[src/rtl/kwdt_pkg.sv]
package kwdt_pkg;
  localparam int PER_W = 3;
  localparam logic       ADDR_MODE = 1'b0;
  localparam logic       ADDR_KEY  = 1'b1;
  localparam logic [7:0] KEY_BYTE  = 8'hAC;
  localparam logic [7:0] MODE_INIT = 8'h67;

  typedef enum logic [1:0] {
    SRC_INT = 2'b00,
    SRC_EXT = 2'b01,
    SRC_OFF = 2'b10
  } src_e;
endpackage

[src/rtl/kwdt_regs.sv]
module kwdt_regs
  import kwdt_pkg::*;
(
  input  logic       clk,
  input  logic       rst,
  input  logic       we,
  input  logic       addr,
  input  logic [7:0] wdata,
  input  logic       bit_acc,
  output logic [7:0] mode_q,
  output logic       cnt_clr,
  output logic       misuse
);
  logic locked;
  logic mode_wr, key_wr, take_mode, good_key, bad_acc, stopped;

  always_comb begin
    mode_wr   = we && (addr == ADDR_MODE);
    key_wr    = we && (addr == ADDR_KEY);
    stopped   = mode_q[4];
    take_mode = mode_wr && !bit_acc && !locked;
    good_key  = key_wr && !bit_acc && (wdata == KEY_BYTE);
    bad_acc   = (mode_wr && (bit_acc || locked)) ||
                (key_wr && (bit_acc || (wdata != KEY_BYTE)));
    misuse    = bad_acc && !stopped;
    cnt_clr   = take_mode || good_key;
  end

  always_ff @(posedge clk) begin
    if (rst) begin
      mode_q <= MODE_INIT;
      locked <= 1'b0;
    end else if (take_mode) begin
      mode_q <= wdata;
      locked <= 1'b1;
    end
  end
endmodule

[src/rtl/kwdt_clksel.sv]
module kwdt_clksel
  import kwdt_pkg::*;
(
  input  logic [1:0] src_sel,
  input  logic       int_tick,
  input  logic       ext_tick,
  input  logic       halt,
  output logic       cnt_en
);
  src_e src;

  always_comb begin
    if (src_sel[1]) src = SRC_OFF;
    else if (src_sel[0]) src = SRC_EXT;
    else src = SRC_INT;

    unique case (src)
      SRC_INT: cnt_en = int_tick && !halt;
      SRC_EXT: cnt_en = ext_tick && !halt;
      default: cnt_en = 1'b0;
    endcase
  end
endmodule

[src/rtl/kwdt_counter.sv]
module kwdt_counter
  import kwdt_pkg::*;
#(
  parameter int BASE_EXP = 11
) (
  input  logic             clk,
  input  logic             rst,
  input  logic             clr,
  input  logic             en,
  input  logic [PER_W-1:0] per_sel,
  output logic             ovf
);
  localparam int MAX_SEL = (1 << PER_W) - 1;
  localparam int CNT_W   = BASE_EXP + MAX_SEL;

  logic [CNT_W-1:0] cnt;
  logic [CNT_W-1:0] term;

  always_comb begin
    term = {CNT_W{1'b1}} >> (MAX_SEL - int'(per_sel));
    ovf  = en && !clr && (cnt == term);
  end

  always_ff @(posedge clk) begin
    if (rst || clr || ovf) cnt <= '0;
    else if (en) cnt <= cnt + 1'b1;
  end
endmodule

[src/rtl/keyed_wdt.sv]
module keyed_wdt
  import kwdt_pkg::*;
#(
  parameter int BASE_EXP = 11
) (
  input  logic       clk,
  input  logic       rst,
  input  logic       bus_we,
  input  logic       bus_addr,
  input  logic [7:0] bus_wdata,
  input  logic       bus_bit,
  output logic [7:0] bus_rdata,
  input  logic       int_tick,
  input  logic       ext_tick,
  input  logic       halt,
  output logic       wdt_rst_req
);
  logic [7:0] mode_q;
  logic       cnt_clr, misuse, cnt_en, ovf;

  kwdt_regs u_regs (
    .clk     (clk),
    .rst     (rst),
    .we      (bus_we),
    .addr    (bus_addr),
    .wdata   (bus_wdata),
    .bit_acc (bus_bit),
    .mode_q  (mode_q),
    .cnt_clr (cnt_clr),
    .misuse  (misuse)
  );

  kwdt_clksel u_clksel (
    .src_sel  (mode_q[4:3]),
    .int_tick (int_tick),
    .ext_tick (ext_tick),
    .halt     (halt),
    .cnt_en   (cnt_en)
  );

  kwdt_counter #(.BASE_EXP(BASE_EXP)) u_cnt (
    .clk     (clk),
    .rst     (rst),
    .clr     (cnt_clr),
    .en      (cnt_en),
    .per_sel (mode_q[PER_W-1:0]),
    .ovf     (ovf)
  );

  always_ff @(posedge clk) begin
    if (rst) wdt_rst_req <= 1'b0;
    else     wdt_rst_req <= misuse || ovf;
  end

  assign bus_rdata = mode_q;
endmodule

[config.mk]
export PLATFORM = sky130hd
export DESIGN_NAME = keyed_wdt
export DESIGN_NICKNAME = d
export VERILOG_FILES = /design/src/rtl/kwdt_pkg.sv /design/src/rtl/kwdt_regs.sv /design/src/rtl/kwdt_clksel.sv /design/src/rtl/kwdt_counter.sv /design/src/rtl/keyed_wdt.sv
export SDC_FILE = /design/constraint.sdc
export NUM_CORES = 1
export LEC_CHECK = 0
export BUFFER_PORTS_ARGS = -buffer_cell sky130_fd_sc_hd__buf_2
export CORE_AREA = 10 10 64 66
export CTS_BUF_LIST = sky130_fd_sc_hd__clkbuf_8
export CTS_CLUSTER_DIAMETER = 50
export DETAILED_ROUTE_END_ITERATION = 7
export DIE_AREA = 0 0 74 76
export PLACE_DENSITY = 0.74
export SLEW_MARGIN = 10
export SYNTH_ARGS = -nofsm -noshare
export SYNTH_HDL_FRONTEND = slang
export SYNTH_SLANG_ARGS = --single-unit
[constraint.sdc]
create_clock -name clk -period 2 [get_ports clk]
set_input_delay 0.1 -clock clk [delete_from_list [all_inputs] [get_ports clk]]
set_output_delay 0.1 -clock clk [all_outputs]
set_load 0.01 [all_outputs]
# == Word level (Yosys, flattened, before mapping) ==
# Cells that the tools add are included.
# op_classes
mux,3
n_shift,1
eq_ne,4
n_addsub,2
bitwise_logic,1
reduce_logical,26
# ops
operator,n
"right shift 18 x 32 -> 18 bit, first input constant",1
"adder 18 x 1 -> 18 bit, second input constant",1
== test 18 bit,1
logical AND 1 bit,13
"== test 8 bit, second input constant",1
"inequality test 8 bit, second input constant",1
logical OR 1 bit,7
logical NOT 1 bit,5
"subtractor 3 x 3 -> 4 bit, first input constant",1
"== test 2 x 1 -> 1 bit, second input constant",1
logical NOT 2 bit,1
two-way mux 2 bit,1
case mux 1 bit (2 select lines),1
two-way mux 1 bit,1
NOT 1 bit,1
# word_totals
inputBits,16
elab_cells,41
output_inout_bits,9
ff_bits,28

# == Longest topological paths before layout ==
# Gate-level depths: netlist (run 1).
# logic_depth
ltp_word,9
depth_mapped,7
ltp_nobuf,6

# == Cells and area by module ==
# A second synthesis (run 1) with hierarchy kept.
# unflattened
cells_unflattened,156
hier_area_um2,1432.6
# by_module_without_submodules
mod,area_each_um2,instances,seq_area_each_um2,cells_per_inst
kwdt_counter,983.4,1,360.3,111
kwdt_regs,399.1,1,180.2,41
keyed_wdt,30.0,1,20.0,2
kwdt_clksel,20.0,1,0.0,2

# == Worst setup path before layout (run 1) ==
# Ideal clock, no wire load.
# synth_path
kind,reg-to-reg
startpoint,register u_regs.mode_q[3]
endpoint,register u_cnt.cnt[15]
path_stages_with_launch,7
setup_slack_ns,0.193
path_buffers,1
t_required_ns,1.880
setup_ns,0.120
arrival_time_ns,1.687
synth_period_minus_slack_ns,1.807
cell_sequence,dfxtp_1 > mux2i_1 > or4_1 > buf_2 > nor4b_2 > xnor2_1 > nor3_2
# synth_between
elab_chain_cells,7
word_cells_on_any_way,8
cone_classes,eq/ne (1); mux (3); reduce/logical (4)
# synth_lines
item,line_no,source
start: declaration,kwdt_regs.sv:10,"output logic [7:0] mode_q,"
start signal: assignment,kwdt_regs.sv:34,mode_q <= wdata;
two-way mux 1 bit *,kwdt_clksel.sv:14,else if (src_sel[0]) src = SRC_EXT;
two-way mux 2 bit *,kwdt_clksel.sv:13,if (src_sel[1]) src = SRC_OFF;
== test 2 x 1 -> 1 bit or logical NOT 2 bit (tied branches),kwdt_clksel.sv:17,unique case (src)
case mux 1 bit (2 select lines) *,kwdt_clksel.sv:17,
logical AND 1 bit (2 in a row),kwdt_counter.sv:21,ovf = en && !clr && (cnt == term);
logical OR 1 bit,kwdt_counter.sv:25,if (rst || clr || ovf) cnt <= '0;
end signal: assignment,kwdt_counter.sv:26,else if (en) cnt <= cnt + 1'b1;
end: declaration,kwdt_counter.sv:16,logic [CNT_W-1:0] cnt;
# Mark *: on every way between the ends. The rest lies on a longest branch, timed or not.
# A chain may end at the register's enable or synchronous reset.

# == Final worst setup path (run 1) ==
# layout_path
startpoint,register u_regs.mode_q[3]
endpoint,register u_cnt.cnt[12]
# The elaborated chain is that of the path after synthesis.

==> results of run 1 <==
==> per-stage QoR <==
stage               setup slack, ps  area [um2]  std cells  hold slack, ps
detailed placement            110.0        1660        219           322.0
finish                        207.2        1723        223           41.58
floorplan                     193.4        1475        162           217.9
CTS                           96.25        1715        223           36.09
global route                 -8.738        1723        223           41.95
global placement              166.8        1660        219           312.8
==> state kept, by name (all words and copies together), names as in the netlist <==
signal	flops
u_cnt.cnt	18
u_regs.locked	1
u_regs.mode_q	8
wdt_rst_req	1
==> worst max-delay path by stage <==
stage / startpoint / slack (ps) / cells past startpoint / end
2_1_floorplan: u_regs.mode_q[3] / 190 / 6 / u_cnt.cnt[15]
3_3_place_gp: u_cnt.cnt[3] / 170 / 5 / u_cnt.cnt[15]
3_5_place_dp: u_regs.mode_q[4] / 110 / 5 / u_cnt.cnt[13]
4_1_cts: u_regs.mode_q[4] / 100 / 5 / u_cnt.cnt[13]
5_1_grt: u_regs.mode_q[3] / -9 / 6 / wdt_rst_req
6_report: u_regs.mode_q[3] / 210 / 5 / u_cnt.cnt[12]
==> power by group through the flow <==
stage | Sequential [mW] | Combinational [mW] | Clock (mW)
detailed placement | 0.595 | 0.0994 | 0
global placement | 0.594 | 0.0962 | 0
floorplan | 0.595 | 0.0549 | 0
global route | 0.584 | 0.110 | 0.375
finish | 0.582 | 0.0995 | 0.341
CTS | 0.582 | 0.100 | 0.356
==> Yosys cell counts (3+ instances only) <==
cell | n | share of area, %
nor3_2 | 4 | 2.7
nand4_1 | 3 | 1.3
buf_2 | 5 | 1.7
dfxtp_1 | 28 | 38
nor2_1 | 14 | 3.6
clkbuf_1 | 3 | 0.76
nor3_1 | 12 | 4.1
nor2b_1 | 7 | 3.0
a211o_1 | 6 | 3.6
nand2_1 | 16 | 4.1
nor4_1 | 3 | 1.3
mux2i_1 | 5 | 3.4
xor2_1 | 7 | 4.2
xnor2_1 | 12 | 7.1
nand3_1 | 8 | 2.7
nor4_2 | 4 | 3.4
inv_1 | 3 | 0.76
==> critical path, stage by stage (launching register included) <==
cell and delay (ps):
dfxtp_1 370, mux2i_1 120, buf_4 170, nor4_1 490, and4bb_4 460, nor3_1 80
==> routing by layer <==
metal / wire length (um) / share of wire, % / GRT usage (%) / vias up
met5: 0 / 0 / 0 / -
li1: - / - / - / 641
met4: 26 / 0.78 / 2.799 / 0
met3: 124 / 3.7 / 2.474 / 4
met1: 1468 / 44 / 14.97 / 599
met2: 1699 / 51 / 21.08 / 21
==> timing repair <==
item	in CTS	in global routing
resized for setup	0	2
endpoints found under the hold margin	0	0
endpoints found under the setup margin	0	8
==> layout make-up <==
| class | count | area (um2) |
|---|---|---|
| multi-input combinational | 123 | 874.6 |
| sequential | 28 | 560.5 |
| tap | 33 | 41.29 |
| fill | 254 | 1205 |
| timing repair buffer | 32 | 180.2 |
| clock buffer | 4 | 55.05 |
| inverter | 3 | 11.26 |
==> cell families after synthesis <==
group / synth area share [%]
mux: 3.393
fa+ha+maj: 0.8480
xor+xnor: 11.28
flops: 38.00
buf+inv: 3.223
simple gates: 34.95
compound gates: 8.312
==> run_results.csv, run 1 <==
group,metric,value,unit
sta,post_layout_min_period,1793,ps
clock_tree,clock_sink_count,28,
floorplanning,die_height,76,um
placed_design,port_buffers,24,
sta,final-max-slew-violation-count,0,
clock_tree,tritoncts_clock_tree,"built",
power,power.share.combinational,9.7,%
hold_path,holdCritPathClass,"in -> reg",
power,cellPowerDensity,593.1,mW/mm2
global_route,grtUsageTotal,12.29,%
global_route,global_route.overflow_total,0,
clock_tree,clock_transition_at_the_register_clock_pins_on_the_worst_setup_and_hold_paths_after_cts,90,ps
global_route,grt_pass1_wl,5830,um
power,leakagePower,0.5977,nW
setup_path,worst-endpoint-required,2160,ps
clock_tree,max-clock-path-buffers,2,
floorplanning,initial_utilization,50.38,%
hold_path,hold_end,"u_regs.mode_q[5]",
synth,syn_inst,162,
setup_path,ff2ff_setup_slack,210,ps
sta,timing.final.setup_violations,0,
cells_and_area,relative_area_change_from_synthesis_to_final_layout,16.79,%
sta,timing.fmax,0.5578,GHz
setup_path,rr_endpoint,"u_cnt.cnt[12]",
routing,drt_first_iter_violations,56,
sta,final.period_utilization,89.64,%
sta,hold_viol,0,
routing,detail-route-antenna-nets,0,
routing,routed_wl,3319,um
sta,worst-slew-pin-transition,523.2,ps
synth,synth.cell_area,0.001475,mm2
floorplanning,top_level_ports,25,
clock_tree,htree_num_levels,1,
power,internal-power,793.0,uW
routing,via_per_inst,5.673,
setup_path,setup.worst_path.class,"reg -> reg",
flow_run,cap_viol_max_count,0,
global_route,grt_antenna_before_repair,0,
clock_tree,cts-root-buf,"clkbuf_8",
hold_path,worst_hold_startpoint,"bus_wdata[5]",
setup_path,critical_path_peak_fanout,13,
synth,async_flop_share,0,%
placed_design,gp_congestion,0.8181,
synth,postSynthNetCount,179,
setup_path,endpoint_kind,"flip-flop",
global_route,grt_start_max_net_pins,18,
setup_path,worstPathArrival,1950,ps
floorplanning,floorplan.rows,20,
clock_tree,post_cts_hold_buffer_count,0,
clock_tree,tritoncts.num_buffers,3,
synth,synth-warning-count,0,
synth,post_synthesis_register_bit_count,28,
synth,synth_edf_count,0,
sta,timing.slew.headroom,64.80,%
routing,drt_pre_antenna_iters,4,
power,seq_power_share,56.9,%
cells_and_area,finish.utilization,58.85,%
placed_design,detailed_place_hpwl,2609,um
floorplanning,core,0.002928,mm2
power,post-layout-total-power,1.022,mW
power,clock_power_share,33.3,%
power,net-switching-power,228.8,uW
floorplanning,floorplan.die_area,0.005624,mm2
routing,avgRoutedWirePerCell,14.88,um
global_route,number_of_global_route_vias_before_repair,1288,
setup_path,timing.critical_path.from_type,"flip-flop",
synth,synth_seq_area_share,38.00,%
routing,detailroute.via_count,1265,
cells_and_area,layout_common_cells,"28 x dfxtp_1, 24 x buf_2, 16 x nand2_1, 14 x nor2_1",
clock_tree,post_cts_buffers,0,
cells_and_area,final_common_cell,"dfxtp_1",
clock_tree,clkLatencyLatePin,270,ps
cells_and_area,drive_gt1_share,26.84,%
routing,detail_route.drc_violations,0,
setup_path,r2r_cells,5,
synth,dominantRegCellSynth,"dfxtp_1",
hold_path,min_delay_path_depth,2,
sta,clock-skew-final,1.557,ps
cells_and_area,final_net_count,208,
floorplanning,die-width,74,um
sta,tns,0,ps
power,power_switching_share,22.39,%
synth,synthesis.area_per_instance,9.106,um2
synth,synthDistinctLibCells,33,
setup_path,crit-reg2reg-launch,"u_regs.mode_q[3]",
power,vdd_ir_drop_max,444.7,uV
cells_and_area,antenna_cells,0,
run_status,outcome,"completed",
Note: power is estimated with default switching activity, not from simulation.
==> run 2, diff against run 1 <==
Settings changed: RECOVER_POWER set to 25.
==> run_results.csv, run 2 (same netlist as run 1, synthesis figures left out) <==
group,metric,value,unit
sta,final.period_utilization,89.98,%
global_route,grt_antenna_before_repair,0,
setup_path,standard_cell_with_the_maximum_stage_delay_on_the_critical_path,"nor4_1",
setup_path,worstPathArrival,1960,ps
hold_path,worst_hold_startpoint,"bus_wdata[5]",
clock_tree,tritoncts.num_buffers,3,
floorplanning,initial_utilization,50.38,%
power,post-layout-total-power,1.022,mW
cells_and_area,drive_gt1_share,22.11,%
clock_tree,clkLatencyLatePin,270,ps
cells_and_area,antenna_cells,0,
floorplanning,core,0.002928,mm2
flow_run,cap_viol_max_count,0,
sta,fin_worst_hold_slack,39.72,ps
run_status,outcome,"completed",
setup_path,timing.critical_path.from_type,"flip-flop",
setup_path,setup.worst_path.class,"reg -> reg",
cells_and_area,layout_common_cells,"28 x dfxtp_1, 16 x nand2_1, 15 x buf_2, 14 x nor2_1",
sta,timing.fmax,0.5557,GHz
routing,detail_route.drc_violations,0,
sta,post_layout_min_period,1800,ps
sta,clock-skew-final,1.970,ps
clock_tree,htree_num_levels,1,
setup_path,critical_path_peak_fanout,13,
routing,detail-route-antenna-nets,0,
clock_tree,post_cts_buffers,0,
cells_and_area,largest-register,"u_cnt.cnt",
power,cellPowerDensity,596.8,mW/mm2
sta,final-max-slew-violation-count,0,
sta,tns,0,ps
floorplanning,top_level_ports,25,
sta,worst-slew-pin-transition,522.2,ps
power,leakagePower,0.5742,nW
routing,routed_wl,3317,um
clock_tree,clock_sink_count,28,
setup_path,crit-reg2reg-launch,"u_regs.mode_q[3]",
setup_path,worst-endpoint-required,2160,ps
cells_and_area,layout.filler_cells,259,
global_route,global_route.overflow_total,0,
cells_and_area,layout_top_registers,"u_cnt.cnt (18), u_regs.mode_q (8)",
hold_path,holdCritPathClass,"in -> reg",
setup_path,endpoint_kind,"flip-flop",
global_route,grtUsageTotal,12.29,%
setup_path,cp.buffers_inverters,1,
floorplanning,floorplan.rows,20,
routing,drt_first_iter_violations,62,
clock_tree,tritoncts_clock_tree,"built",
routing,drt_pre_antenna_iters,4,
floorplanning,die_height,76,um
setup_path,worst_setup_path_startpoint,"u_regs.mode_q[3]",
cells_and_area,relative_area_change_from_synthesis_to_final_layout,16.03,%
clock_tree,max-clock-path-buffers,2,
power,vdd_ir_drop_max,445.6,uV
floorplanning,floorplan.die_area,0.005624,mm2
setup_path,cpLargestDelayFamily,"simple AND/OR/NAND/NOR gates",
setup_path,cpPeakStageDelay,490,ps
floorplanning,die-width,74,um
cells_and_area,final_common_cell,"dfxtp_1",
sta,timing.slew.headroom,64.87,%
routing,avgRoutedWirePerCell,14.87,um
placed_design,detailed_place_hpwl,2609,um
placed_design,gp_congestion,0.8181,
cells_and_area,largest_register_ff_count,18,
placed_design,placement.setup.worst_slack,110.0,ps
global_route,grt_pass1_wl,5830,um
sta,timing.final.setup_violations,0,
clock_tree,clock_transition_at_the_register_clock_pins_on_the_worst_setup_and_hold_paths_after_cts,90,ps
setup_path,cells_along_the_critical_path,"mux2i_1 > buf_4 > nor4_1 > and4bb_4 > nor3_1",
global_route,grt_start_max_net_pins,18,
sta,postLayoutSetupSlackWorst,200.3,ps
sta,hold_viol,0,
routing,detailroute.via_count,1257,
cells_and_area,final_net_count,208,
placed_design,port_buffers,24,
global_route,number_of_global_route_vias_before_repair,1288,
routing,via_per_inst,5.637,
clock_tree,cts-root-buf,"clkbuf_8",
==> run 2: worst reg2reg max path, stage by stage, from the launching register on <==
cell      delay (ps)
dfxtp_1          370
mux2i_1          120
buf_4            170
nor4_1           490
and4bb_4         460
nor3_1            90
==> run 2: layer usage <==
metal / track usage, % / share of wire (%) / routed length (um) / vias to the layer above
met5: 0 / 0 / 0 / -
met4: 2.799 / 0.93 / 31 / 0
li1: - / - / - / 640
met2: 21.08 / 51 / 1704 / 22
met3: 2.474 / 3.5 / 116 / 6
met1: 14.97 / 44 / 1464 / 589
==> run 2: repair_timing <==
| action | in CTS | in global routing |
|---|---|---|
| hold buffers | 0 | 0 |
| gates resized for setup | 0 | 2 |
| setup endpoints to repair | 0 | 8 |
==> run 2: report_power, final <==
group	switching (mW)	total, mW	internal, mW
sequential	0.0128	0.582	0.569
combinational	0.0517	0.0974	0.0457
clock	0.166	0.342	0.176
==> run 2: path summary, 6_finish.rpt <==
check | slack [ps] | to | cells past startpoint
setup / recovery | 200 | u_cnt.cnt[12] | 5
hold / removal | 40 | u_regs.mode_q[5] | 2
setup reg to reg | 200 | u_cnt.cnt[12] | 5
hold reg to reg | 510 | u_regs.mode_q[7] | 2
==> run 2: cell type report <==
cell class                      instances  area, um2  share of cell area [%]
Multi-Input combinational cell        123      874.6                   51.10
Sequential cell                        28      560.5                   32.75
Timing Repair Buffer                   32      168.9                   9.868
Clock buffer                            4      55.05                   3.216
Tap cell                               33      41.29                   2.412
Inverter                                3      11.26                  0.6579
==> run 2: per-stage QoR <==
stage	utilization [%]	area [um2]	std cells
finish	58.46	1712	223
CTS	58.59	1715	223
detailed placement	56.71	1660	219
global placement	56.71	1660	219
floorplan	-	1475	162
global route	58.46	1712	223
==> run 3, diff against run 2 <==
Settings changed: ABC_CLOCK_PERIOD_IN_PS set to 2000, CORE_AREA 10 10 64 66 to 2 2 40 79, DIE_AREA 0 0 74 76 to 0 0 42 81, PLACE_DENSITY 0.74 to 0.75.
==> run_results.csv, run 3 (same netlist as run 1, synthesis figures left out) <==
group,metric,value,unit
global_route,grt_pass1_wl,5271,um
sta,fin_worst_hold_slack,34.00,ps
routing,detailroute.via_count,1269,
routing,via_per_inst,5.768,
cells_and_area,layout_common_cells,"28 x dfxtp_1, 16 x nand2_1, 16 x buf_2, 14 x nor2_1",
global_route,grt_use_met2,33.59,%
sta,timing.final.setup_violations,0,
floorplanning,core,0.002838,mm2
power,net-switching-power,242.2,uW
cells_and_area,final_common_cell,"dfxtp_1",
sta,post_layout_min_period,1883,ps
global_route,grt.met1_usage,23.55,%
clock_tree,max-clock-path-buffers,2,
power,cellPowerDensity,605.1,mW/mm2
power,power_switching_share,23.35,%
sta,final-max-slew-violation-count,0,
setup_path,timing.critical_path.from_type,"flip-flop",
routing,detail-route-antenna-nets,0,
routing,routed_wl,3061,um
cells_and_area,largest_register_ff_count,18,
global_route,global_route.overflow_total,0,
setup_path,cells_along_the_critical_path,"nand4bb_4 > or4_1 > nor4_2 > xnor2_1 > nor3_2",
clock_tree,clock_transition_at_the_register_clock_pins_on_the_worst_setup_and_hold_paths_after_cts,100,ps
power,clock_power_share,34.3,%
global_route,number_of_global_route_vias_before_repair,1201,
placed_design,gp_congestion,0.8710,
cells_and_area,largest-register,"u_cnt.cnt",
global_route,grt_busiest_layer,"met2",
cells_and_area,layout.filler_cells,245,
hold_path,worst_hold_startpoint,"bus_wdata[5]",
sta,final.period_utilization,94.16,%
sta,worst-slew-pin-transition,465.7,ps
cells_and_area,layout_top_registers,"u_cnt.cnt (18), u_regs.mode_q (8)",
sta,tns,0,ps
setup_path,worst-endpoint-required,2180,ps
cells_and_area,final_net_count,208,
setup_path,setup.worst_path.class,"reg -> reg",
clock_tree,clkLatencyLatePin,280,ps
setup_path,worst_setup_path_startpoint,"u_cnt.cnt[3]",
setup_path,crit-reg2reg-launch,"u_cnt.cnt[3]",
clock_tree,tritoncts.num_buffers,3,
setup_path,cpPeakStageDelay,650,ps
setup_path,critical_path_peak_fanout,6,
setup_path,endpoint_kind,"flip-flop",
cells_and_area,drive_gt1_share,21.58,%
run_status,outcome,"completed",
power,power.share.combinational,9.6,%
routing,drt_pre_antenna_iters,6,
global_route,grt_start_max_net_pins,20,
sta,timing.fmax,0.5310,GHz
floorplanning,floorplan.rows,28,
power,internal-power,795.0,uW
routing,drt_first_iter_violations,36,
floorplanning,initial_utilization,51.98,%
global_route,global_route.usage.met3,2.222,%
global_route,grtUsageTotal,19.58,%
clock_tree,htree_num_levels,1,
floorplanning,top_level_ports,25,
sta,hold_viol,0,
placed_design,detailed_place_hpwl,2256,um
clock_tree,post_cts_buffers,0,
floorplanning,die_height,81,um
power,seq_power_share,56.1,%
cells_and_area,multiInputGateArea,870.8,um2
power,vdd_ir_drop_max,639.2,uV
sta,clock-skew-final,4.453,ps
cells_and_area,relative_area_change_from_synthesis_to_final_layout,16.20,%
flow_run,cap_viol_max_count,0,
setup_path,standard_cell_with_the_maximum_stage_delay_on_the_critical_path,"or4_1",
placed_design,port_buffers,24,
setup_path,worstPathArrival,2060,ps
power,leakagePower,0.5773,nW
clock_tree,clock_sink_count,28,
clock_tree,cts-root-buf,"clkbuf_8",
routing,detail_route.drc_violations,0,
hold_path,holdCritPathClass,"in -> reg",
power,post-layout-total-power,1.037,mW
cells_and_area,layout.area.seq,560.5,um2
floorplanning,floorplan.die_area,0.003402,mm2
cells_and_area,antenna_cells,0,
global_route,grt_antenna_before_repair,0,
routing,avgRoutedWirePerCell,13.91,um
sta,timing.slew.headroom,68.67,%
sta,grt_setup_unrepaired,"false",
clock_tree,tritoncts_clock_tree,"built",
floorplanning,die-width,42,um
[run 3: layer usage]
layer / share of wire [%] / wire length (um)
met5: 0 / 0
met4: 2.8 / 86
met3: 2.1 / 64
met2: 51 / 1564
met1: 44 / 1347
[run 3: final cells by class]
type                       count  share of cell area, %
inverter                       3                 0.6569
sequential                    28                  32.70
tap                           30                  2.190
clock buffer                   4                  3.212
multi-input combinational    123                  50.80
timing repair buffer          32                  10.44
[run 3: worst max-delay path, delay by kind of cell, from the launching register on]
kind                      cells  cell delay, ps
and+or+nand+nor               4            1180
DFF                           1             420
xor gates and xnor gates      1             180
[run 3: path summary, 6_finish.rpt]
path / end / slack [ps] / depth (start not counted)
setup / recovery: u_cnt.cnt[13] / 120 / 5
hold / removal: u_regs.mode_q[5] / 30 / 2
setup reg to reg: u_cnt.cnt[13] / 120 / 5
hold reg to reg: u_regs.mode_q[7] / 510 / 2
[run 3: power by group through the flow]
stage	clock, mW	sequential (mW)	combinational [mW]
after global routing	0.378	0.585	0.110
final	0.356	0.582	0.0998
after CTS	0.360	0.581	0.103
after floorplan	0	0.595	0.0549
after global placement	0	0.594	0.101
after detailed placement	0	0.594	0.102
[run 3: through the flow]
| step | instances | area, um2 | setup WS (ps) | utilization, % |
|---|---|---|---|---|
| 3_3_place_gp | 216 | 1669 | 179.1 | 58.82 |
| 6_report | 220 | 1714 | 116.7 | 60.41 |
| 3_5_place_dp | 216 | 1669 | 121.5 | 58.82 |
| 5_1_grt | 220 | 1714 | 17.45 | 60.41 |
| 2_1_floorplan | 162 | 1475 | 193.4 | - |
| 4_1_cts | 220 | 1724 | 101.2 | 60.76 |
[run 3: timing repair]
item / 4_1_cts / 5_1_grt
hold buffers: 0 / 0
endpoints found under the setup margin: 0 / 13
gates resized for setup: 0 / 1
endpoints found under the hold margin: 0 / 0
